**src/rtl/trb_fetch_pkg.sv**
```systemverilog
package trb_fetch_pkg;

  typedef enum logic [2:0] {
    S_IDLE, S_FETCH, S_DECODE, S_ISSUE, S_WAIT, S_HALT
  } fetch_state_t;

  localparam int unsigned DESC_BYTES = 12;
  localparam logic [5:0] KIND_NORMAL = 6'd1;
  localparam logic [5:0] KIND_LINK   = 6'd6;

  // control word bit positions
  localparam int unsigned C_CYCLE  = 0;
  localparam int unsigned C_TOGGLE = 1;
  localparam int unsigned C_SPKT   = 2;
  localparam int unsigned C_CHAIN  = 4;
  localparam int unsigned C_DONEIRQ = 5;

  // status word bit positions
  localparam int unsigned ST_DONE  = 2;
  localparam int unsigned ST_SHORT = 3;
  localparam int unsigned ST_MISS  = 4;
  localparam int unsigned ST_BAD   = 7;
  localparam int unsigned ST_BUSY  = 9;
  localparam int unsigned ST_CYC   = 11;
  localparam int unsigned ST_OVER  = 14;

  function automatic logic [5:0] desc_kind(input logic [31:0] ctl);
    return ctl[15:10];
  endfunction

  function automatic logic [16:0] desc_len(input logic [31:0] lw);
    return lw[16:0];
  endfunction

  function automatic logic [7:0] desc_burst(input logic [31:0] lw);
    return lw[31:24];
  endfunction

  function automatic logic [31:0] link_target(input logic [31:0] bw);
    return bw & 32'hFFFF_FFFC;
  endfunction

endpackage

```
**src/rtl/trb_word_loader.sv**
```systemverilog
module trb_word_loader #(
  parameter int unsigned ADDR_W = 32,
  parameter int unsigned DATA_W = 32,
  parameter int unsigned WORDS  = 3
) (
  input  logic                         clk,
  input  logic                         rst_n,
  input  logic                         kill,
  input  logic                         start,
  input  logic [ADDR_W-1:0]            base,
  output logic                         mem_rd_en,
  output logic [ADDR_W-1:0]            mem_rd_addr,
  input  logic                         mem_rd_valid,
  input  logic [DATA_W-1:0]            mem_rd_data,
  output logic [WORDS-1:0][DATA_W-1:0] words,
  output logic                         done
);
  localparam int unsigned IDX_W = (WORDS > 1) ? $clog2(WORDS) : 1;
  localparam logic [IDX_W-1:0] LAST = IDX_W'(WORDS - 1);
  localparam logic [ADDR_W-1:0] STEP = ADDR_W'(DATA_W / 8);

  logic             active;
  logic [IDX_W-1:0] idx;

  always_ff @(posedge clk or negedge rst_n) begin
    if (!rst_n) begin
      active      <= 1'b0;
      idx         <= '0;
      mem_rd_en   <= 1'b0;
      mem_rd_addr <= '0;
      words       <= '0;
      done        <= 1'b0;
    end else begin
      mem_rd_en <= 1'b0;
      done      <= 1'b0;
      if (kill) begin
        active <= 1'b0;
      end else if (start) begin
        active      <= 1'b1;
        idx         <= '0;
        mem_rd_en   <= 1'b1;
        mem_rd_addr <= base;
      end else if (active && mem_rd_valid) begin
        words[idx] <= mem_rd_data;
        if (idx == LAST) begin
          active <= 1'b0;
          done   <= 1'b1;
        end else begin
          idx         <= idx + 1'b1;
          mem_rd_en   <= 1'b1;
          mem_rd_addr <= mem_rd_addr + STEP;
        end
      end
    end
  end
endmodule

```
**src/rtl/trb_status_bank.sv**
```systemverilog
module trb_status_bank
  import trb_fetch_pkg::*;
#(
  parameter int unsigned STS_W = 16
) (
  input  logic             clk,
  input  logic             rst_n,
  input  logic             kill,
  input  logic [STS_W-1:0] set_mask,
  input  logic [STS_W-1:0] clr_mask,
  input  logic [STS_W-1:0] irq_en,
  input  logic             busy,
  input  logic             cyc,
  output logic [STS_W-1:0] sts,
  output logic             irq
);
  localparam logic [STS_W-1:0] ONE      = STS_W'(1);
  localparam logic [STS_W-1:0] ALWAYS   = (ONE << ST_DONE) | (ONE << ST_SHORT);
  localparam logic [STS_W-1:0] GATED    = (ONE << ST_MISS) | (ONE << ST_BAD) | (ONE << ST_OVER);
  localparam logic [STS_W-1:0] STICKY   = ALWAYS | GATED;

  logic [STS_W-1:0] sticky_q;

  always_ff @(posedge clk or negedge rst_n) begin
    if (!rst_n)    sticky_q <= '0;
    else if (kill) sticky_q <= '0;
    else           sticky_q <= ((sticky_q & ~clr_mask) | set_mask) & STICKY;
  end

  always_comb begin
    sts = sticky_q;
    sts[ST_BUSY] = busy;
    sts[ST_CYC]  = cyc;
    irq = |(sticky_q & (ALWAYS | (irq_en & GATED)));
  end
endmodule

```
**src/rtl/trb_ring_fetcher.sv**
```systemverilog
module trb_ring_fetcher
  import trb_fetch_pkg::*;
#(
  parameter int unsigned ADDR_W  = 32,
  parameter int unsigned DATA_W  = 32,
  parameter int unsigned LEN_W   = 17,
  parameter int unsigned BURST_W = 8,
  parameter int unsigned STS_W   = 16
) (
  input  logic               clk,
  input  logic               rst_n,
  input  logic [ADDR_W-1:0]  ring_base,
  input  logic               doorbell,
  input  logic               ep_reset,
  output logic               mem_rd_en,
  output logic [ADDR_W-1:0]  mem_rd_addr,
  input  logic               mem_rd_valid,
  input  logic [DATA_W-1:0]  mem_rd_data,
  output logic               xfer_valid,
  input  logic               xfer_ready,
  output logic [ADDR_W-1:0]  xfer_addr,
  output logic [LEN_W-1:0]   xfer_len,
  output logic [BURST_W-1:0] xfer_burst,
  input  logic               done_valid,
  input  logic [LEN_W-1:0]   done_len,
  input  logic               sts_clr_valid,
  input  logic [STS_W-1:0]   sts_clr_mask,
  input  logic [STS_W-1:0]   sts_irq_en,
  output logic [STS_W-1:0]   sts_q,
  output logic               irq,
  output logic               ccs,
  output logic               busy
);
  localparam int unsigned WORDS = 3;
  localparam logic [ADDR_W-1:0] ADV = ADDR_W'(DESC_BYTES);
  localparam logic [STS_W-1:0] ONE = STS_W'(1);

  fetch_state_t state_q, state_d;
  logic [ADDR_W-1:0] ptr_q, ptr_d, fetch_addr;
  logic              ccs_q, ccs_d, skip_q, skip_d;
  logic              go_fetch, ld_done;
  logic [WORDS-1:0][DATA_W-1:0] dw;
  logic [31:0] bw, lw, cw;

  // named internal events, observed by the checker
  logic ev_miss, ev_bad, ev_link_tgl, ev_done, ev_short_flag, ev_over;
  logic halted;
  logic [STS_W-1:0] set_mask;

  assign bw = 32'(dw[0]);
  assign lw = 32'(dw[1]);
  assign cw = 32'(dw[2]);

  trb_word_loader #(.ADDR_W(ADDR_W), .DATA_W(DATA_W), .WORDS(WORDS)) u_loader (
    .clk(clk), .rst_n(rst_n), .kill(ep_reset), .start(go_fetch), .base(fetch_addr),
    .mem_rd_en(mem_rd_en), .mem_rd_addr(mem_rd_addr), .mem_rd_valid(mem_rd_valid),
    .mem_rd_data(mem_rd_data), .words(dw), .done(ld_done)
  );

  always_comb begin
    state_d = state_q; ptr_d = ptr_q; ccs_d = ccs_q; skip_d = skip_q;
    go_fetch = 1'b0; fetch_addr = ptr_q;
    ev_miss = 1'b0; ev_bad = 1'b0; ev_link_tgl = 1'b0;
    ev_done = 1'b0; ev_short_flag = 1'b0; ev_over = 1'b0;
    unique case (state_q)
      S_IDLE: if (doorbell) begin
        go_fetch = 1'b1;
        state_d  = S_FETCH;
      end
      S_FETCH: if (ld_done) state_d = S_DECODE;
      S_DECODE: begin
        if (cw[C_CYCLE] != ccs_q) begin
          ev_miss = 1'b1;
          state_d = S_IDLE;
        end else if (desc_kind(cw) == KIND_LINK) begin
          ptr_d       = ADDR_W'(link_target(bw));
          fetch_addr  = ptr_d;
          ev_link_tgl = cw[C_TOGGLE];
          if (cw[C_TOGGLE]) ccs_d = ~ccs_q;
          go_fetch    = 1'b1;
          state_d     = S_FETCH;
        end else if (desc_kind(cw) == KIND_NORMAL) begin
          if (skip_q) begin
            ptr_d      = ptr_q + ADV;
            fetch_addr = ptr_d;
            go_fetch   = 1'b1;
            state_d    = S_FETCH;
            if (!cw[C_CHAIN]) begin
              skip_d  = 1'b0;
              ev_done = cw[C_DONEIRQ];
            end
          end else begin
            state_d = S_ISSUE;
          end
        end else begin
          ev_bad  = 1'b1;
          state_d = S_HALT;
        end
      end
      S_ISSUE: if (xfer_ready) state_d = S_WAIT;
      S_WAIT: if (done_valid) begin
        ev_over       = done_len > desc_len(lw);
        ev_short_flag = (done_len < desc_len(lw)) && cw[C_SPKT];
        skip_d        = (done_len < desc_len(lw)) && cw[C_CHAIN];
        ev_done       = cw[C_DONEIRQ] && !skip_d;
        ptr_d         = ptr_q + ADV;
        fetch_addr    = ptr_d;
        go_fetch      = 1'b1;
        state_d       = S_FETCH;
      end
      S_HALT: state_d = S_HALT;
      default: state_d = S_IDLE;
    endcase
  end

  always_ff @(posedge clk or negedge rst_n) begin
    if (!rst_n) begin
      state_q <= S_IDLE; ptr_q <= '0; ccs_q <= 1'b1; skip_q <= 1'b0;
    end else if (ep_reset) begin
      state_q <= S_IDLE; ptr_q <= ring_base; ccs_q <= 1'b1; skip_q <= 1'b0;
    end else begin
      state_q <= state_d; ptr_q <= ptr_d; ccs_q <= ccs_d; skip_q <= skip_d;
    end
  end

  assign halted     = (state_q == S_HALT);
  assign busy       = (state_q != S_IDLE) && !halted;
  assign ccs        = ccs_q;
  assign xfer_valid = (state_q == S_ISSUE);
  assign xfer_addr  = ADDR_W'(bw);
  assign xfer_len   = LEN_W'(desc_len(lw));
  assign xfer_burst = BURST_W'(desc_burst(lw));
  assign set_mask   = ({STS_W{ev_done}}       & (ONE << ST_DONE))
                    | ({STS_W{ev_short_flag}} & (ONE << ST_SHORT))
                    | ({STS_W{ev_miss}}       & (ONE << ST_MISS))
                    | ({STS_W{ev_bad}}        & (ONE << ST_BAD))
                    | ({STS_W{ev_over}}       & (ONE << ST_OVER));

  trb_status_bank #(.STS_W(STS_W)) u_status (
    .clk(clk), .rst_n(rst_n), .kill(ep_reset), .set_mask(set_mask),
    .clr_mask(sts_clr_valid ? sts_clr_mask : '0), .irq_en(sts_irq_en),
    .busy(busy), .cyc(ccs_q), .sts(sts_q), .irq(irq)
  );
endmodule

```
**config.mk**
```make
export PLATFORM = sky130hd
export DESIGN_NAME = trb_ring_fetcher
export DESIGN_NICKNAME = d
export VERILOG_FILES = /design/src/rtl/trb_fetch_pkg.sv /design/src/rtl/trb_word_loader.sv /design/src/rtl/trb_status_bank.sv /design/src/rtl/trb_ring_fetcher.sv
export SDC_FILE = /design/constraint.sdc
export NUM_CORES = 1
export LEC_CHECK = 0
export ABC_AREA = 1
export BUFFER_PORTS_ARGS = -buffer_cell sky130_fd_sc_hd__buf_2
export CAP_MARGIN = 20
export CORE_MARGIN = 1
export CORE_UTILIZATION = 43
export CTS_CLUSTER_SIZE = 10
export DETAILED_ROUTE_END_ITERATION = 6
export PLACE_DENSITY = 0.69
export SETUP_SLACK_MARGIN = 0.5
export SLEW_MARGIN = 40
export SYNTH_ARGS = -nofsm -noshare
export SYNTH_HDL_FRONTEND = slang
export SYNTH_SLANG_ARGS = --single-unit
```
**constraint.sdc**
```tcl
create_clock -name clk -period 1.9 [get_ports clk]
set_input_delay 0.285 -clock clk [delete_from_list [all_inputs] [get_ports clk]]
set_output_delay 0.285 -clock clk [all_outputs]
set_load 0.05 [all_outputs]
```
==> results list, run 1 <==
- Result of the run: finished, violations left
- The final reports fail on negative setup slack.
- Beginning of the worst register-to-register path: ccs
- Relative to the synthesized area, the layout overhead comes to 45.8%.
- Worst Path Arrival: 2.39 ns
* Total global routing track utilization: 0.292
- After filler insertion, the fill cell instance count of the layout stands at 1,953.
- Maximum buffer depth of the clock tree: 2
* Number of detailed-routing iterations run before antenna repair: 5
* Starting Density: 0.437
* TritonCTS clock tree: built
- The detailed router finished its first iteration with around 800 violations.
- Measured along the x axis, the die boundary spans ~150 um.
- Tracing the worst setup path back leads to its startpoint at ccs.
* Num ports: 231
- For this run, global-route usage on met1 was measured as 0.381.
* Vias post-DR: between 10,000 and 15,000
- Detailed-route wire length per cell: ~18 um
- The share of the Yosys chip area taken by registers is 0.372.
* Startpoint type of the worst setup path: flop
* Full die area: 23,600 um^2
* Top delay family on crit path: simple AND/OR/NAND/NOR gates
* Portion of the clock cycle consumed by the worst path in the final layout: 1.09
* Tightest slew margin relative to the limit: 0.646
- Post-route cell area: 14,400 um^2
* Half-perimeter wire length after placement: approximately 26,000 um
- The share of synthesized area in the top cell type comes to 0.369.
* Library cell appearing most often on the critical path: nand3_4
- Including well taps, the total number of placed cells is 1,957.
- The net count of the finished layout is 1,896.
- Total setup violations reported at the end of the flow: 83
* Class of the most critical hold timing path: input port to flop
- Critical path endpoint category: flop
* Clock sink count: about 150
- Synth async-reset ratio: 1.00
- Using the TritonRoute via totals, the vias-per-cell ratio works out to approximately 5.4.
- Cell Area, Synth: 9900 um^2
* Cell Rows: between 50 and 60
- The worst hold path begins at ring_base[19].
- Dominant cells by area after synthesis: dfrtp_1, nand2_1, inv_1
- Syn. warnings: 0
- Power density over the cells: 1480 nW/um^2
- Power comes to 0.0214 W.
- Yosys mapped a number of flops with a built-in enable equal to 0.
- Once detail routing completed, the nets flagged for antenna violations numbered 0.
- On the worst path, the slowest cell contributes a delay of 0.62 ns.
* CP Data Required Time: approximately 2.2 ns
- For met2 alone, demand over resource in global routing was 0.494.
- Top fanout value on the critical path: 13
* Via count of the first global-routing pass: 10,000
- After technology mapping, the gate count stands at 1,418.
* Footprint of the flip-flops and latches: 3720 um^2
- Routed WL: 36,800 um
- Of the cells placed in the final design, the portion with a size suffix greater than 1 is 0.407.
- Avg Cell Area, Syn: 6.98 um^2
- Root buf cell: clkbuf_16
* Level count of the clock H-tree: 4
- The later pin in the worst-skew pair is clocked with a latency of 0.44 ns.
- Global routing finished with a remaining overflow of 0.
- nand2_1 is the most common cell in the netlist.
- In the final layout, the multi-input gates occupy 5880 um^2.
- Entering global routing, the biggest net connects 51 pins.
* TritonCTS buffer count: 17
* Wire length of the first global-routing pass: 53,400 um
- Distinct cell type count of the synthesized netlist: between 50 and 60
- Final Worst Setup Slack: -0.175 ns
* PortBufs: slightly below 200
- Leakage: 7.25 nW
- Counting both buffers and inverters, the worst setup path holds a total of 4.
* Global route hottest layer: met2
- On the critical path, the stage with the largest delay is an instance of dfstp_4.
- The worst setup path is of the flop to flop kind.
- The final-report hold violation count came to 0.
* Antenna violations before repair: 1
- The number of max-slew violations in the final report came to 0.
- The region available for standard cell placement spans approximately 23,000 um^2.
- Reported max-cap violation count: 0
- dfrtp_1 takes more of the synthesized area than any other cell.
* Gpl congestion: approximately 1
- Excluding fillers, the count of instances in the completed layout stands at 2,052.
* Placed cell areas: roughly 12,000 um^2
* Max Clock Freq: 482 MHz
- Commonest cells post-synth: nand2_1, inv_1, nor2_1
- Setup TNS: -6.86 ns
* Fraction of the core area covered by cells at the end of the flow: 0.638
- Clock skew on the completed layout was measured at 0.0117 ns.
- Worst VDD drop: 0.885 mV
* Die height: about 150 um
- Period minus WS final: 2.08 ns
* Most common flop cell mapped by yosys: dfrtp_1
* Post-CTS clock slew at the launch and capture registers of the worst setup and hold paths: ~0.08 ns
- Worst path cell trace: or2_1 > nand2_2 > inv_4 > nor2_8 > nand2_4 > nand3_4 > clkinv_4 > buf_6 > nand3_4 > clkbuf_16 > nand2_1 > o21ai_0
* Slew @ Worst Pin: 0.530 ns
* DRC violations left: 0
* Met3 Use GR: 0.0380
- The synthesized design contains 147 register bits.
- Setup repair after global routing could not meet its margin everywhere.
## final cells by class
| class | count | area share |
|---|---|---|
| antenna | 1 | 0.000173 |
| clock buffer | 18 | 0.0304 |
| clock inverter | 14 | 0.0109 |
| inverter | 168 | 0.0458 |
| multi-input combinational | 1000 | 0.408 |
| sequential | 147 | 0.257 |
| tap | 285 | 0.0247 |
| timing repair buffer | 419 | 0.223 |
## path summary, 6_finish.rpt
path                       cells past startpoint  slack, ns                        to
setup / recovery                              12      -0.18        u_loader.words[47]
hold / removal                                 3       0.05                 ptr_q[19]
setup reg to reg                              12      -0.18        u_loader.words[47]
hold reg to reg                                2       0.49        u_loader.words[66]
max in group asynchronous                      3       0.90                state_q[1]
min in group asynchronous                      2       0.36  u_loader.mem_rd_addr[27]
## what timing repair did
| action | 4_1_cts | 5_1_grt |
|---|---|---|
| setup buffers | 11 | 42 |
| hold buffers | 1 | 0 |
| endpoints found under the setup margin | 204 | 227 |
| endpoints found under the hold margin | 38 | 0 |
| pin swaps | 42 | 90 |
| resized for setup | 87 | 302 |
| cloned | 0 | 8 |
## routing by layer
metal | up-vias | routed length [um]
met5 | - | 0
met4 | 0 | 1390
met3 | 77 | 1940
met2 | 413 | 17700
met1 | 5273 | 15800
li1 | 5236 | -
## worst reg2reg max path, delay by kind of cell, from the launching register on
| kind | cells | cell delay [ns] |
|---|---|---|
| and+or+nand+nor | 7 | 0.68 |
| buffers and inverters | 4 | 0.59 |
| AOI/OAI and AO/OA | 1 | 0.07 |
| DFF | 1 | 0.62 |
## per-stage QoR
stage | hold slack (ns) | worst slack (ns)
CTS | 0.0419 | -0.0962
global route | 0.0502 | -0.236
detailed placement | 0.250 | -0.132
global placement | 0.245 | -0.0851
floorplan | -0.0106 | -0.159
finish | 0.0458 | -0.175
## where the power goes
part | switching (W) | internal, W | leakage (nW)
combinational | 0.00791 | 0.00436 | 5.14
sequential | 0.00136 | 0.00433 | 1.82
clock | 0.00165 | 0.00181 | 0.294
## cells by family (layout without fill, tap and decap cells)
group,count (synthesis),count (layout),share of synthesized area
adder cells (fa/ha/maj),22,22,0.0278
multiplexers,7,7,0.00796
AND/OR/NAND/NOR,727,727,0.314
AO/OA/AOI/OAI,217,217,0.124
XOR/XNOR,18,18,0.0159
other,1,10,0.000379
flip-flops,147,147,0.372
buffers and inverters,279,619,0.138
## state kept, by name (all words and copies together) (netlist names)
name and flops:
u_loader.words 68, ptr_q 32, u_loader.mem_rd_addr 32, u_status.sticky_q 5, state_q 3, u_loader.idx 2
ccs 1, skip_q 1, u_loader.active 1, u_loader.done 1, u_loader.mem_rd_en 1
## cells in the final DEF (no fill, tap or decap), types with 26 or more instances in the layout
cell     count
nand2_1    345
buf_2      171
buf_4      168
inv_1      139
dfrtp_1    120
nor2_1     104
o21ai_1     66
nand3_1     64
buf_6       49
nand2_2     39
nand4_1     32
nor2_2      28
o21ai_0     27
dfrtp_2     26
Power figures use the tool's default switching activity.
==> inputs of run 2 (changes only) <==
PLACE_DENSITY = 0.66   (was 0.69)
REMOVE_ABC_BUFFERS = 1   (was unset)
clock period = 2.31 ns   (was 1.9 ns; I/O delays follow)
==> run 2 against run 1 <==
  * The run ends with design-rule violations left
  * Clock power is 16% lower
  * Worst hold slack better by 0.065 ns
  * Final cell count is 4.4% lower
  * Sequential share of layout area is 1.5 points higher
  * Critical path type unchanged
  * Largest cell class unchanged
  * Highest routed layer unchanged
==> results list, run 2 (synthesized netlist as in run 1, its figures left out) <==
- In this run the critical register-to-register path is launched from u_loader.words[76].
- After legalization and detailed placement, the total HPWL measured 24,400 um.
- The worst hold path begins at ring_base[1].
- Unrepaired setup endpoints after global routing: yes
- At the pin with the least slew margin, the transition time is between 0.5 and 0.6 ns.
* Remaining antenna violation count: 0
- The number of antenna violations at the first check in global routing was 0.
* Number of detailed-routing iterations run before antenna repair: 7
- The worst register-to-register path has a depth of 9.
- Most common library cell in the layout ignoring fill and taps: nand2_1
- Portion of the clock cycle consumed by the worst path in the final layout: 0.893
- STA puts the critical path data required time at 2.63 ns.
* Gpl congestion: roughly 0.94
* Maximum number of pins on one net before global-route repair: 54
- Most frequent cells in the layout: nand2_1, buf_2, inv_1, dfrtp_1, nor2_1
- Setup violations remaining at the end of the flow were counted as 0.
* Violated checks: design-rule violations
- The worst register-to-register path ends at u_loader.words[18].
- OpenSTA, run right after detailed placement, puts the worst setup slack at 0.0375 ns.
* Die height: 154 um
- After floorplanning, the core was divided into 55 placement rows.
- The die covers roughly 24,000 um^2.
- Detailed-route wire length per cell: 18.2 um
* Largest registers ranked by flip-flop count: u_loader.words x68, ptr_q x32, u_loader.mem_rd_addr x32
* Minimum setup slack among reg-to-reg paths: 0.25 ns
- The H-tree was split into 4 levels.
- Worst Path Arrival: 2.38 ns
- Clock skew on the completed layout was measured at about 0.0090 ns.
* Num ports: between 200 and 250
- Number of DRC markers after the initial detailed-route iteration: 791
- Register bank with the most flops: u_loader.words
- Class of the most critical hold timing path: input port to flop
* Tightest slew margin relative to the limit: 0.638
- The sequential cells in the finished layout cover a total of 3690 um^2.
- Critical path endpoint category: flop
* Area growth from synthesis to layout: 37.2%
- Avg Vias per Cell: 5.39
- TritonCTS created 17 clock buffers.
* Starting Density: 0.437
- Fillers: 2,074
- Max Clock Freq: roughly 480 MHz
- The flow ran to the end, but the final reports show violations.
- PortBufs: between 150 and 200
* Diodes inserted: 0
- After the last flow step, the layout net total stands at 1,807.
- Summed over all cells, the static leakage comes to 6.80 nW.
* Maximum buffer depth of the clock tree: 2
- Area inside the core boundary: 22,600 um^2
* Clock sink count: 147
- In the global route stage, overall resource usage came out at 0.289.
* Final Worst Setup Slack: 0.247 ns
- Post-CTS clock slew at the launch and capture registers of the worst setup and hold paths: about 0.07 ns
- Adding up every negative setup slack in the final design gives 0 ns.
- Area of the multi-input gates: around 5900 um^2
* Fraction of layout instances using a drive strength above 1: 0.358
- Power density over the cells: 1250 nW/um^2
- Routed WL: approximately 36,000 um
* Fraction of the core area covered by cells at the end of the flow: 0.600
- The routed layout has roughly 11,000 vias.
- The tree is rooted in a clkbuf_16.
- Number of flip-flops under the largest register name: slightly below 70
- Worst VDD drop: 0.829 mV
* TritonCTS clock tree: built
- Period minus WS final: 2.06 ns
- Wire length of the first global-routing pass: 52,900 um
- The worst hold path terminates at ptr_q[1].
- Global route total overflow: 0
- Die W: roughly 150 um
- The number of max-slew violations in the final report is 0.
* Startpoint type of the worst setup path: flop
* DRC violations left: 2
* Crit Path Category: flop to flop
- Along the worst path, the maximum fanout reaches 8.
- Via count of the first global-routing pass: 9,743
- The final-report hold violation count is 0.
- Reported max-cap violation count: 0
- Clock latency on the worst-skew pair, taken at its later pin, is 0.43 ns.
* Cell depth of the worst min-delay path: 3
run 2: cell types whose count changed in the layout (fill, tap and decap cells not counted), moves of 11 or more:
cell,previous run,this run
buf_4,168,92
buf_6,49,17
o21ai_1,66,38
o21ai_0,27,52
buf_2,171,193
dfrtp_1,120,134
dfrtp_2,26,12
nand3_1,64,75
run 2: final cells by class:
type	instances	share of cell area
Sequential cell	147	0.272
Clock buffer	17	0.0313
Timing Repair Buffer	330	0.179
Inverter	168	0.0482
Clock inverter	15	0.0128
Multi-Input combinational cell	1000	0.431
Tap cell	285	0.0262
run 2: how the worst max path moves through the flow:
| stage | depth (start not counted) | slack (ns) | to | startpoint |
|---|---|---|---|---|
| 2_1_floorplan | 9 | -1.06 | u_loader.words[17] | ccs |
| 3_3_place_gp | 13 | 0.06 | u_loader.mem_rd_addr[28] | ccs |
| 3_5_place_dp | 13 | 0.04 | u_loader.mem_rd_addr[22] | ccs |
| 4_1_cts | 14 | 0.34 | u_loader.mem_rd_addr[24] | ccs |
| 5_1_grt | 11 | 0.19 | u_loader.words[35] | u_loader.words[75] |
| 6_report | 9 | 0.25 | u_loader.words[18] | u_loader.words[76] |
run 2: worst max-delay path, cell delays in order, from the launching register on:
cell and delay [ns]:
dfrtp_1 0.45, nor2_4 0.17, nand4_1 0.18, nand2_2 0.19, nand2_4 0.08, nand3_4 0.15, clkinv_4 0.09, nand3_4 0.13
buf_16 0.20, mux2_4 0.31
run 2: layer usage:
metal,GRT usage,routed length (um)
met3,0.0428,2250
met2,0.468,16700
met1,0.395,15700
met5,0,0
met4,0.100,1120
run 2: power breakdown:
part           total [W]  internal (W)  switching, W
Combinational    0.00933       0.00305       0.00628
Sequential       0.00471       0.00354       0.00117
Clock            0.00290       0.00163       0.00127
Total             0.0169       0.00821       0.00873
run 2: through the flow:
stage | total power, W | std cells | area [um^2] | hold WS [ns]
after detailed placement | 0.0122 | 1849 | 11000 | 0.350
after global routing | 0.0179 | 1962 | 13600 | 0.109
after global placement | 0.0120 | 1849 | 11000 | 0.345
after floorplan | 0.00982 | 1315 | 9200 | 0.0509
after CTS | 0.0159 | 1919 | 12400 | 0.102
final | 0.0169 | 1962 | 13600 | 0.111
run 2: what timing repair did:
item | CTS | global route
gates resized for setup | 135 | 200
buffers inserted | 32 | 39
endpoints found under the hold margin | 46 | 0
pin swaps | 25 | 61
endpoints found under the setup margin | 139 | 141
hold buffers | 1 | 0
cloned | 5 | 4
==> inputs of run 3 (changes only) <==
PLACE_DENSITY = unset   (was 0.66)
PLACE_DENSITY_LB_ADDON = 0.12   (was unset)
RECOVER_POWER = 25   (was unset)
==> run 3 against run 2 <==
  * The flow still finishes with violations (design-rule violations)
  * Fmax rose by 3.3%
  * Utilization increased by 1.0 points
  * Clock-buffer cell count is 2 higher
  * Sequential cell count is the same
  * Combinational power up 3.6%
  * Sequential power about the same
  * Via count is essentially flat
  * Clock power fell by 7%
  * Worst setup slack gained 0.067 ns
  * Largest cell class unchanged
==> results list, run 3 (synthesized netlist as in run 1, its figures left out) <==
- Result of the run: finished, violations left
- The checks that failed: design-rule violations.
- At the worst endpoint, the arrival time is roughly 2.3 ns.
- The first detailed-routing pass ran for 7 iterations.
- Leaving out fill and tap cells, the most frequent cells in the layout are nand2_1, buf_2, inv_1, dfrtp_1, nor2_1.
- The routed design could run at a clock period as short as ~2 ns.
- Starting Density: 0.437
- Leakage: 6.85 nW
* Crit Path Category: flop to flop
- Once placement completed, the tool counted placed cells totaling ~1,900.
- TritonCTS clock tree: built
- Wire length of the first global-routing pass: 53,800 um
* End of the worst register-to-register path: u_loader.words[18]
- Vias post-DR: 10,600
- Largest registers ranked by flip-flop count: u_loader.words x68, ptr_q x32, u_loader.mem_rd_addr x32
- Num ports: 231
- Cell Rows: between 50 and 60
- Maximum clock skew at final layout: 0.0177 ns
- Tightest slew margin relative to the limit: 0.421
- Internal power: 0.00823 W
- Antenna violations before repair: 0
* Maximum number of pins on one net before global-route repair: 59
* Most common library cell in the layout ignoring fill and taps: nand2_1
- Max Clock Freq: between 500 and 600 MHz
- Dividing total power by cell area gives a power density of 1240 nW/um^2.
- Counting along the longest clock path gives a buffer depth of 2.
- Slew @ Worst Pin: 0.868 ns
- After detailed routing, the average wire length per cell comes to 18.0 um.
- Global route total overflow: 0
* Total setup violations reported at the end of the flow: 0
* Register bank with the most flops: u_loader.words
- Fraction of met1 tracks used by global routing: 0.406
- Die W: 154 um
* Full die area: 23,600 um^2
* Level count of the clock H-tree: 4
- Class of the most critical hold timing path: input port to flop
- Worst-Skew Late Latency: 0.44 ns
- Switching share of total power: 0.519
- The number of max-slew violations in the final report is 0.
* Critical path endpoint category: flop
- Of the total power, combinational logic draws 0.565.
- Seq pwr share: 0.276
* DRC violations left: 2
- Gpl congestion: 0.930
- Beginning of the worst register-to-register path: ccs
- TritonCTS buffer count: 17
- Startpoint type of the worst setup path: flop
* Met3 Use GR: 0.0454
* Half-perimeter wire length after placement: 24,800 um
* Post-CTS clock slew at the launch and capture registers of the worst setup and hold paths: 0.07 ns
* Global route hottest layer: met2
* Number of flip-flops under the largest register name: 68
* Non-filler instance count after layout: slightly below 2,000
- CP Data Required Time: 2.62 ns
- Endpoint of the worst hold path: ptr_q[1]
* Met2 track utilization from global routing: 0.464
* Via count of the first global-routing pass: 9,851
* Reported max-cap violation count: 0
- After detailed routing, the number of vias per cell comes to 5.36.
- Total global routing track utilization: 0.296
- The design draws around 0.017 W.
- Portion of the clock cycle consumed by the worst path in the final layout: 0.864
* Root buf cell: clkbuf_16
- Counting cells, the worst reg-to-reg path comes to 10.
* Fraction of layout instances using a drive strength above 1: 0.388
- Diodes inserted: 0
- Cell depth of the worst min-delay path: 3
- Source of the worst hold timing path: ring_base[1]
- The final-report hold violation count came to 0.
- Setup repair after global routing could not meet its margin everywhere.
- Clock sink count: 147
- Top fanout value on the critical path: 6
- Minimum setup slack among reg-to-reg paths: 0.31 ns
* Area inside the core boundary: about 23,000 um^2
- Number of DRC markers after the initial detailed-route iteration: 906
- The analysis attributes to net switching a power of a little under 0.009 W.
- Remaining antenna violation count: 0
- Worst VDD drop: 0.752 mV
* Share of power burned in the clock network: 0.158
- Routed WL: 35,600 um
- Number of nets in the layout: roughly 1,800
* PortBufs: 197
- The floorplan step set the die height to 154 um.
* Area growth from synthesis to layout: 39.6%
[run 3: worst max-delay path by stage]
stage / from / slack, ns / cells past startpoint / endpoint
2_1_floorplan: ccs / -1.06 / 9 / u_loader.words[17]
3_3_place_gp: ccs / 0.06 / 9 / u_loader.words[21]
3_5_place_dp: ccs / 0.01 / 11 / u_loader.words[10]
4_1_cts: ptr_q[2] / 0.31 / 13 / u_loader.mem_rd_addr[20]
5_1_grt: rst_n / 0.23 / 3 / ptr_q[12]
6_report: ccs / 0.31 / 10 / u_loader.words[18]
[run 3: timing repair]
action	4_1_cts	5_1_grt
gates resized for setup	182	214
buffers inserted	37	30
hold buffers	1	0
cloned	9	3
hold endpoints to repair	53	0
endpoints found under the setup margin	143	142
pin swaps	32	57
[run 3: per-stage QoR]
stage / setup TNS [ns] / area, um^2 / setup slack (ns) / hold WS, ns / utilization
global route: 0 / 13800 / 0.231 / 0.108 / 0.611
finish: 0 / 13800 / 0.313 / 0.104 / 0.611
CTS: 0 / 12700 / 0.314 / 0.0944 / 0.563
floorplan: -74.24 / 9200 / -1.06 / 0.0509 / -
detailed placement: 0 / 11100 / 0.0109 / 0.380 / 0.491
global placement: 0 / 11100 / 0.0601 / 0.379 / 0.491
[run 3: layout make-up]
cell class              count  area [um^2]
repair buffers            340         2550
repair inverters            1         6.26
inverters                 168          667
multi-input cells        1000         5990
clock inverters            13          115
flip-flops and latches    147         3690
well taps                 285          357
clock buffers              19          443
fillers                  2035         8820
[run 3: power groups by stage]
stage | Sequential [W] | Clock [W] | Combinational (W)
2_1_floorplan | 0.00695 | 0 | 0.00287
4_1_cts | 0.00461 | 0.00274 | 0.00867
3_5_place_dp | 0.00461 | 0 | 0.00761
3_3_place_gp | 0.00461 | 0 | 0.00751
5_1_grt | 0.00486 | 0.00283 | 0.0104
6_report | 0.00473 | 0.00271 | 0.00967
[run 3: critical path: stages, from the launching register on]
cell and delay [ns]:
dfstp_2 0.54, or2_1 0.11, nand2_2 0.08, inv_4 0.10
nor2_8 0.04, nand2_4 0.08, nand3_4 0.16, inv_4 0.14
nand3_4 0.13, buf_12 0.19, mux2_4 0.30
[run 3: per-layer routing]
metal  share of wire  wire [um]
met5               0          0
met1            0.45      15900
met2            0.47      16600
met4           0.030       1070
met3           0.056       2000
